### src/rtl/dds_seq_pkg.sv
package dds_seq_pkg;

  localparam int CW_W    = 16;
  localparam int VAL_W   = 28;
  localparam int HALF_W  = 14;
  localparam int PHASE_W = 12;
  localparam int STEP_W  = 4;

  typedef enum logic [2:0] {
    OP_INIT      = 3'd0,
    OP_FREQ      = 3'd1,
    OP_PHASE     = 3'd2,
    OP_SEL_FREQ  = 3'd3,
    OP_SEL_PHASE = 3'd4,
    OP_SIGN      = 3'd5,
    OP_WAVE      = 3'd6,
    OP_RSVD      = 3'd7
  } dds_op_e;

  localparam logic [CW_W-1:0] CW_RESET     = 16'h0100;
  localparam logic [CW_W-1:0] CW_FSEL      = 16'h0800;
  localparam logic [CW_W-1:0] CW_PSEL      = 16'h0400;
  localparam logic [CW_W-1:0] CW_SIGN_MASK = 16'h003A;
  localparam logic [CW_W-1:0] CW_TRI       = 16'h0002;
  localparam logic [CW_W-1:0] W_FREQ_PFX   = 16'h2000;
  localparam logic [CW_W-1:0] A_FREQ0      = 16'h4000;
  localparam logic [CW_W-1:0] A_FREQ1      = 16'h8000;
  localparam logic [CW_W-1:0] A_PHASE0     = 16'hC000;
  localparam logic [CW_W-1:0] A_PHASE1     = 16'hE000;

  localparam logic [STEP_W-1:0] INIT_LAST = 4'd10;
  localparam logic [STEP_W-1:0] FREQ_LAST = 4'd2;

  function automatic logic [CW_W-1:0] sign_code(input logic [1:0] c);
    case (c)
      2'd1:    sign_code = 16'h0028;
      2'd2:    sign_code = 16'h0020;
      2'd3:    sign_code = 16'h0038;
      default: sign_code = 16'h0000;
    endcase
  endfunction

endpackage

### src/rtl/dds_spi_tx.sv
module dds_spi_tx #(
  parameter int WORD_W     = 16,
  parameter int HALF_DIV   = 2,
  parameter int GAP_HALVES = 2
) (
  input  logic              clk,
  input  logic              rst_n,
  input  logic              start,
  input  logic [WORD_W-1:0] word,
  output logic              sclk,
  output logic              mosi,
  output logic              cs_n,
  output logic              done
);

  localparam int HALF_LAST = 2 * WORD_W + GAP_HALVES;
  localparam int HC_W      = $clog2(HALF_LAST + 1);
  localparam int DIV_W     = (HALF_DIV > 1) ? $clog2(HALF_DIV) : 1;

  logic              busy_q, busy_d;
  logic [DIV_W-1:0]  div_q, div_d;
  logic [HC_W-1:0]   hcnt_q, hcnt_d;
  logic [WORD_W-1:0] sreg_q, sreg_d;
  logic              sclk_q, sclk_d;
  logic              cs_n_q, cs_n_d;
  logic              mosi_q, mosi_d;
  logic              done_q, done_d;
  logic              tick;

  assign tick = busy_q && (div_q == DIV_W'(HALF_DIV - 1));

  always_comb begin
    busy_d = busy_q;
    div_d  = div_q;
    hcnt_d = hcnt_q;
    sreg_d = sreg_q;
    done_d = 1'b0;
    if (!busy_q) begin
      if (start) begin
        busy_d = 1'b1;
        div_d  = '0;
        hcnt_d = '0;
        sreg_d = word;
      end
    end else begin
      div_d = tick ? '0 : div_q + 1'b1;
      if (tick) begin
        if (hcnt_q == HC_W'(HALF_LAST)) begin
          busy_d = 1'b0;
          done_d = 1'b1;
          hcnt_d = '0;
        end else begin
          hcnt_d = hcnt_q + 1'b1;
          // data moves on the rising edge that ends a low half
          if (hcnt_q[0] && (hcnt_q < HC_W'(2 * WORD_W - 1))) begin
            sreg_d = {sreg_q[WORD_W-2:0], 1'b0};
          end
        end
      end
    end
    sclk_d = !(busy_d && hcnt_d[0] && (hcnt_d < HC_W'(2 * WORD_W)));
    cs_n_d = !(busy_d && (hcnt_d <= HC_W'(2 * WORD_W)));
    mosi_d = busy_d ? sreg_d[WORD_W-1] : 1'b0;
  end

  always_ff @(posedge clk or negedge rst_n) begin
    if (!rst_n) begin
      busy_q <= 1'b0;
      div_q  <= '0;
      hcnt_q <= '0;
      sreg_q <= '0;
      sclk_q <= 1'b1;
      cs_n_q <= 1'b1;
      mosi_q <= 1'b0;
      done_q <= 1'b0;
    end else begin
      busy_q <= busy_d;
      div_q  <= div_d;
      hcnt_q <= hcnt_d;
      sreg_q <= sreg_d;
      sclk_q <= sclk_d;
      cs_n_q <= cs_n_d;
      mosi_q <= mosi_d;
      done_q <= done_d;
    end
  end

  assign sclk = sclk_q;
  assign mosi = mosi_q;
  assign cs_n = cs_n_q;
  assign done = done_q;

endmodule

### src/rtl/dds_word_gen.sv
module dds_word_gen
  import dds_seq_pkg::*;
(
  input  dds_op_e           op,
  input  logic              sel,
  input  logic [VAL_W-1:0]  data,
  input  logic [CW_W-1:0]   shadow,
  input  logic [STEP_W-1:0] step,
  output logic [CW_W-1:0]   word,
  output logic              last
);

  logic [CW_W-1:0] f_addr;
  logic [CW_W-1:0] p_addr;

  assign f_addr = sel ? A_FREQ1 : A_FREQ0;
  assign p_addr = sel ? A_PHASE1 : A_PHASE0;

  always_comb begin
    word = shadow;
    last = 1'b1;
    case (op)
      OP_INIT: begin
        last = (step == INIT_LAST);
        case (step)
          4'd0, 4'd1: word = shadow;
          4'd2, 4'd5: word = W_FREQ_PFX;
          4'd3, 4'd4: word = A_FREQ0;
          4'd6, 4'd7: word = A_FREQ1;
          4'd8:       word = A_PHASE0;
          4'd9:       word = A_PHASE1;
          default:    word = shadow & ~CW_RESET;
        endcase
      end
      OP_FREQ: begin
        last = (step == FREQ_LAST);
        case (step)
          4'd0:    word = W_FREQ_PFX;
          4'd1:    word = f_addr | {{(CW_W-HALF_W){1'b0}}, data[HALF_W-1:0]};
          default: word = f_addr | {{(CW_W-HALF_W){1'b0}}, data[VAL_W-1:HALF_W]};
        endcase
      end
      OP_PHASE: word = p_addr | {{(CW_W-PHASE_W){1'b0}}, data[PHASE_W-1:0]};
      default:  word = shadow;
    endcase
  end

endmodule

### src/rtl/dds_cmd_seq.sv
module dds_cmd_seq
  import dds_seq_pkg::*;
#(
  parameter int HALF_DIV   = 2,
  parameter int GAP_HALVES = 2
) (
  input  logic        clk,
  input  logic        rst_n,
  input  logic        cmd_valid,
  output logic        cmd_ready,
  input  logic [2:0]  cmd_op,
  input  logic        cmd_sel,
  input  logic [27:0] cmd_data,
  output logic        spi_sclk,
  output logic        spi_mosi,
  output logic        spi_cs_n
);

  typedef enum logic [1:0] {ST_IDLE, ST_LAUNCH, ST_WAIT} st_e;

  st_e               st_q, st_d;
  dds_op_e           op_q, op_d;
  logic              sel_q, sel_d;
  logic [VAL_W-1:0]  data_q, data_d;
  logic [STEP_W-1:0] step_q, step_d;
  logic [CW_W-1:0]   shadow_q, shadow_d;
  logic              accept;
  logic [CW_W-1:0]   tx_word;
  logic              tx_last;
  logic              tx_done;
  logic              tx_start;
  dds_op_e           in_op;

  assign in_op     = dds_op_e'(cmd_op);
  assign cmd_ready = (st_q == ST_IDLE);
  assign accept    = cmd_valid && cmd_ready;
  assign tx_start  = (st_q == ST_LAUNCH);

  function automatic logic [CW_W-1:0] shadow_rmw(input dds_op_e o, input logic s,
                                                 input logic [VAL_W-1:0] d,
                                                 input logic [CW_W-1:0] cw);
    case (o)
      OP_INIT:      shadow_rmw = cw | CW_RESET;
      OP_SEL_FREQ:  shadow_rmw = s ? (cw | CW_FSEL) : (cw & ~CW_FSEL);
      OP_SEL_PHASE: shadow_rmw = s ? (cw | CW_PSEL) : (cw & ~CW_PSEL);
      OP_SIGN:      shadow_rmw = (cw & ~CW_SIGN_MASK) | sign_code(d[1:0]);
      OP_WAVE:      shadow_rmw = d[0] ? ((cw & ~CW_SIGN_MASK) | CW_TRI) : (cw & ~CW_TRI);
      default:      shadow_rmw = cw;
    endcase
  endfunction

  always_comb begin
    st_d     = st_q;
    op_d     = op_q;
    sel_d    = sel_q;
    data_d   = data_q;
    step_d   = step_q;
    shadow_d = shadow_q;
    case (st_q)
      ST_IDLE: begin
        if (accept) begin
          op_d     = in_op;
          sel_d    = cmd_sel;
          data_d   = cmd_data;
          step_d   = '0;
          shadow_d = shadow_rmw(in_op, cmd_sel, cmd_data, shadow_q);
          if (in_op != OP_RSVD) st_d = ST_LAUNCH;
        end
      end
      ST_LAUNCH: st_d = ST_WAIT;
      default: begin
        if (tx_done) begin
          if (tx_last) begin
            st_d = ST_IDLE;
            if (op_q == OP_INIT) shadow_d = shadow_q & ~CW_RESET;
          end else begin
            step_d = step_q + 1'b1;
            st_d   = ST_LAUNCH;
          end
        end
      end
    endcase
  end

  always_ff @(posedge clk or negedge rst_n) begin
    if (!rst_n) begin
      st_q     <= ST_IDLE;
      op_q     <= OP_RSVD;
      sel_q    <= 1'b0;
      data_q   <= '0;
      step_q   <= '0;
      shadow_q <= '0;
    end else begin
      st_q     <= st_d;
      op_q     <= op_d;
      sel_q    <= sel_d;
      data_q   <= data_d;
      step_q   <= step_d;
      shadow_q <= shadow_d;
    end
  end

  dds_word_gen u_gen (
    .op     (op_q),
    .sel    (sel_q),
    .data   (data_q),
    .shadow (shadow_q),
    .step   (step_q),
    .word   (tx_word),
    .last   (tx_last)
  );

  dds_spi_tx #(
    .WORD_W     (CW_W),
    .HALF_DIV   (HALF_DIV),
    .GAP_HALVES (GAP_HALVES)
  ) u_tx (
    .clk   (clk),
    .rst_n (rst_n),
    .start (tx_start),
    .word  (tx_word),
    .sclk  (spi_sclk),
    .mosi  (spi_mosi),
    .cs_n  (spi_cs_n),
    .done  (tx_done)
  );

endmodule

### config.mk
export PLATFORM = sky130hd
export DESIGN_NAME = dds_cmd_seq
export DESIGN_NICKNAME = d
export VERILOG_FILES = /design/src/rtl/dds_seq_pkg.sv /design/src/rtl/dds_spi_tx.sv /design/src/rtl/dds_word_gen.sv /design/src/rtl/dds_cmd_seq.sv
export SDC_FILE = /design/constraint.sdc
export NUM_CORES = 1
export LEC_CHECK = 0
export BUFFER_PORTS_ARGS = -buffer_cell sky130_fd_sc_hd__buf_2
export CAP_MARGIN = 30
export CORE_MARGIN = 1
export CORE_UTILIZATION = 55
export DETAILED_ROUTE_END_ITERATION = 8
export GPL_TIMING_DRIVEN = 0
export MAX_ROUTING_LAYER = met4
export PLACE_DENSITY = 0.79
export SLEW_MARGIN = 20
export SYNTH_ARGS = -nofsm -noshare
export SYNTH_HDL_FRONTEND = slang
export SYNTH_SLANG_ARGS = --single-unit
### constraint.sdc
create_clock -name clk -period 2.5 [get_ports clk]
set_input_delay 0.375 -clock clk [delete_from_list [all_inputs] [get_ports clk]]
set_output_delay 0.375 -clock clk [all_outputs]
set_load 0.005 [all_outputs]
# Yosys cells after proc, flatten, opt, wreduce, memory -nomap -nowiden
# Index checks and enable logic that the tools add are counted.
[totals]
wordCells = 150
register_bits = 82
ramBits = 0
latchBits = 0
mem_count = 0
out_inout_bits = 4
inputBits = 35
rom_bits = 0
[classes]
div_mod_pow = 0
n_bitwise = 9
n_eq_ne = 33
n_mul = 0
addsub = 3
shift = 0
n_lt_le_gt_ge = 3
n_mux = 48
reduce_logical = 34
[op_table]
columns = ["operator", "count"]
rows = [
  ["$mux W16", 10],
  ["$pmux W16 S6", 1],
  ["$pmux W16 S5", 1],
  ["$pmux W16 S2", 2],
  ["$pmux W16 S3", 1],
  ["$or A16 B14 Y16", 2],
  ["$mux W6", 5],
  ["$mux W9", 3],
  ["$reduce_and A7 Y1", 3],
  ["$pmux W6 S3", 1],
  ["$eq A4 B3 Y1 const B", 4],
  ["$ne A2 B2 Y1 const B", 8],
  ["$or A16 B12 Y16", 1],
  ["$or A16 B16 Y16", 1],
  ["$reduce_and A8 Y1", 2],
  ["$mux W14", 1],
  ["$reduce_bool A2 Y1", 7],
  ["$eq A4 B4 Y1 const B", 3],
  ["$mux W1", 12],
  ["$mux W12", 1],
  ["$mux W4", 3],
  ["$mux W11", 1],
  ["$eq A3 B3 Y1 const B", 3],
  ["$reduce_and A9 Y1", 1],
  ["31 further kinds", 53],
]

# Longest topological paths before layout
[depth]
word_depth = 9
ltp_mapped = 8

# Cells and area by module
# From an unflattened synthesis, not the netlist that was laid out.
[hier_totals]
hier_cells = 410
area_unflattened_um2 = 3807.4
[modules_own_cells]
columns = ["mod", "seq_area_each_um2", "cells_each", "area_each_um2", "n_inst"]
rows = [
  ["dds_cmd_seq", 1129.8, 192, 1866.8, 1],
  ["dds_spi_tx", 703.2, 133, 1336.3, 1],
  ["dds_word_gen", 0.0, 85, 604.3, 1],
]

# Worst setup path before layout
# OpenSTA, ideal clock, no wires.
[synth_timing]
path_type = "register to register"
start = "reg step_q[1]"
end = "reg u_tx.sreg_q[13]"
arrival_ps = 1831
required_time_ps = 2380
path_stages_with_launch = 9
path_buffers = 1
setup_ps = 120
synth_period_minus_slack_ps = 1951
setup_slack_ps = 549
cell_sequence = "dfrtp_1 -> inv_1 -> ha_1 -> or3b_1 -> buf_2 -> o22ai_1 -> a211oi_1 -> a221o_1 -> a31o_1"
[synth_via]
elab_chain_len = 6
elab_cells_between_ends = 19
cone_classes = "eq/ne: 9; mux: 5; reduce/logical: 5"
[synth_rtl]
columns = ["item", "line", "rtl"]
rows = [
  ["start, declared", "dds_cmd_seq.sv:25", "logic [STEP_W-1:0] step_q, step_d;"],
  ["start signal, assigned", "dds_cmd_seq.sv:98", "step_q <= step_d;"],
  ["$eq A4 B3 Y1, or another cell as far along", "dds_word_gen.sv:25", "case (step)"],
  ["$reduce_or A2 Y1", "dds_word_gen.sv:25", ""],
  ["$pmux W16 S6", "dds_word_gen.sv:25", ""],
  ["$pmux W16 S3 (*)", "dds_word_gen.sv:22", "case (op)"],
  ["$mux W16 (*)", "dds_spi_tx.sv:39", "if (start) begin"],
  ["$mux W16 (*)", "dds_spi_tx.sv:38", "if (!busy_q) begin"],
  ["end signal, assigned", "dds_spi_tx.sv:80", "sreg_q <= sreg_d;"],
  ["end, declared", "dds_spi_tx.sv:23", "logic [WORD_W-1:0] sreg_q, sreg_d;"],
]
# Mark *: on every way between the ends. The rest lies on a longest branch, timed or not. The select of a mux whose other input is x is not followed.
# A chain may end at the register's enable or synchronous reset.

# Worst setup path in the final report
[layout_timing]
start = "reg step_q[1]"
end = "reg u_tx.sreg_q[10]"
# The elaborated chain is that of the path after synthesis.

==> impl_metrics.yaml <==
run_status:
  status: "complete, but fails checks"
  violations: "design-rule violations"
setup_path:
  critical_path_arrival_ns: 2.58
  cp-start-kind: "flop"
  crit_cells: 7
  critPathMaxFanout: 10
  r2r_cells: 7
  worstSetupEndpointType: "flop"
  r2r-start: "step_q[1]"
  worstPathCellList: "inv_1 -> ha_1 -> nor3b_2 -> a211oi_4 -> and3_1 -> a2111oi_1 -> o21ai_1"
  reg2reg_to: "u_tx.sreg_q[10]"
  critical-path-slowest-cell: "nor3b_2"
  critPathBufInv: 1
  required_ns: 2.73
  crit_path_start: "step_q[1]"
  slowest_delay_ns: 0.49
  crit_family: "simple AND/OR/NAND/NOR gates"
  worst-r2r-setup-slack_ns: 0.15
  crit_type: "reg2reg"
synthesis:
  syn_area_um2: 3729
  ys_warn_count: 0
  syn-num-nets: 388
  ys.flop_type: "dfrtp_1"
  yosysMostFrequentCell: "dfrtp_1"
  ys_seq_area_share_pct: 49.16
  synthArstFlopShare_pct: 100.0
  synth_cell_types: 64
  ys_top_cells_by_area: "dfrtp_1 46%, mux2_2 10%, dfstp_2 3.5%, a22oi_1 2.6%, nand2_1 2.4%"
  netlist.area_leader.share_pct: 45.64
  synth-edff-count: 0
  postSynthAreaPerCell_um2: 10.75
  synth_top_cell_by_area: "dfrtp_1"
  syn_inst: 347
  ys_ff_latch: 73
  synth_common_cells: "68 x dfrtp_1, 33 x mux2_2, 24 x nand2_1, 18 x nor2_1, 16 x o21ai_1"
pwr:
  p_comb_share_pct: 3.1
  peakVddDrop_uv: 330.3
  p_int_mw: 1.674
  netSwitchingPower_mw: 0.4922
  p_seq_share_pct: 54.6
  fin_total_pwr_mw: 2.166
  pwr-share-clk_pct: 42.3
  switching_share_pct: 22.72
  power_leakage_nw: 1.938
  p_per_area_nw_per_um2: 509.7
die:
  rows: 29
  core_area_um2: 6459
  die_y_um: 84.34
  num_io_pins: 39
  die_w_um: 84.34
  initial_core_util_pct: 57.73
  fp.dieArea_um2: 7112
detailed_routing:
  dr.pass1.iters: 7
  ant_nets: 0
  initialDrtViolationCount: 290
  routed_wl_um: 8344
  vias_per_cell: 6.150
  vias: 2952
  drc: 3
  routedWlPerCell_um: 17.38
cells_and_area:
  drive_gt1_share_pct: 30.02
  area.growth.synth_to_final_pct: 13.99
  fill_cells: 508
  multi_input_area_um2: 1755
  finish.net_count: 439
  seq_area_um2: 1833
  fin_cells: 480
  design_area_um2: 4250
  diodes: 0
cts:
  cts-root-buf: "clkbuf_8"
  clk_latency_ns: 0.35
  clock_path_buffers: 2
  clock-sinks: 73
  cts_tree: "yes"
  cts_max_level: 3
  clk_pin_slew_ns: 0.08
  cts_buffers: 9
global_route:
  grt_pass1_vias: 2852
  grt_max_degree: 56
  grt_first_pass_wirelength_um: 13960
  grt_use_total_pct: 26.47
  grt-ovfl-total: 0
  antenna_found_initial: 0
min_path:
  holdPathEnd: "data_q[5]"
  hold_depth: 2
  hold_class: "in2reg"
  hp-start: "cmd_data[5]"
sta:
  tightestPinTransition_ns: 0.5669
  fin_ws_ns: 0.1462
  max_freq_ghz: 0.4248
  final-setup-viol-count: 0
  max_slew_margin_pct: 61.95
  worst_clock_skew_ns: 0.01115
  fin_crit_sh_pct: 94.15
  finalMaxSlewViolations: 0
  min_period_ns: 2.354
  finalSetupTns_ns: 0
  hold_violations: 0
  rsz0062_at_grt: "no"
placement:
  pre_cts_slack_ns: 0.2119
  hpwlAfterDp_um: 6051
  dp_cells: 463
  io_buffers: 38
  gp_congestion: 0.9383
  dpl_cell_area_um2: 4045
job:
  drv_cap: 0
==> power by group through the flow <==
| stage | sequential [mW] | clock, mW | combinational (mW) |
|---|---|---|---|
| 2_1_floorplan | 1.21 | 0 | 0.00609 |
| 3_3_place_gp | 1.21 | 0 | 0.0600 |
| 3_5_place_dp | 1.21 | 0 | 0.0677 |
| 4_1_cts | 1.18 | 0.931 | 0.0691 |
| 5_1_grt | 1.18 | 0.978 | 0.0766 |
| 6_report | 1.18 | 0.917 | 0.0669 |
==> per-stage QoR <==
step / utilization (%) / hold WS [ns]
final: 65.81 / 0.2445
after global routing: 65.81 / 0.2440
after CTS: 65.81 / 0.2401
after detailed placement: 62.63 / 0.2819
after global placement: 62.17 / 0.4672
after floorplan: - / 0.07941
==> cell families after synthesis <==
group / after synthesis / synth area share (%)
compound gates: 100 / 18.63
fa+ha+maj: 6 / 2.013
buf+inv: 29 / 3.759
flops: 73 / 49.16
mux: 37 / 11.04
simple gates: 98 / 14.46
xor+xnor: 4 / 0.9398
==> routing by layer <==
metal	vias up	wire length (um)	track usage (%)
met5	-	0	-
met4	0	148	8.475
met3	24	564	4.916
met2	120	3806	38.67
met1	1426	3824	37.75
li1	1382	-	-
==> worst max path at each step <==
stage                     slack, ns              end
after CTS                      0.17  u_tx.sreg_q[10]
after global routing           0.02  u_tx.sreg_q[10]
after floorplan                0.55  u_tx.sreg_q[13]
after detailed placement       0.21  u_tx.sreg_q[10]
final                          0.15  u_tx.sreg_q[10]
after global placement         0.26  u_tx.sreg_q[10]
==> registers in the layout, indices dropped and copies added, names as in the netlist <==
register,cells
st_q,2
u_tx.cs_n,1
u_tx.done,1
shadow_q,7
u_tx.mosi,1
u_tx.sreg_q,16
u_tx.hcnt_q,6
sel_q,1
u_tx.busy_q,1
u_tx.div_q,1
u_tx.sclk,1
step_q,4
data_q,28
op_q,3
==> layout make-up <==
| class | count | area share, % |
|---|---|---|
| sequential | 73 | 43.13 |
| multi-input combinational | 245 | 41.30 |
| timing repair buffer | 40 | 5.417 |
| clock buffer | 10 | 3.003 |
| buffer | 19 | 2.414 |
| tap | 77 | 2.267 |
| clock inverter | 6 | 1.590 |
| inverter | 10 | 0.8831 |
==> cell usage in the layout (no fill, tap or decap), types with 5 or more instances in the layout <==
master / count
and3_1: 5
a21oi_1: 15
dfrtp_1: 68
nand2_1: 24
clkbuf_1: 6
inv_1: 10
nand4_1: 5
a22oi_1: 13
dfstp_2: 5
nand3_1: 11
ha_1: 6
buf_2: 47
o22ai_1: 6
o21ai_1: 16
clkbuf_8: 9
nor2_1: 18
mux2_2: 33
nor3_1: 5
o21ai_0: 14
==> repair_timing <==
| action | CTS | global route |
|---|---|---|
| endpoints found under the hold margin | 16 | 0 |
| hold buffers | 1 | 0 |
| resized for setup | 0 | 0 |
| buffers inserted | 0 | 0 |
No activity file was read; power rests on OpenSTA's default activity.
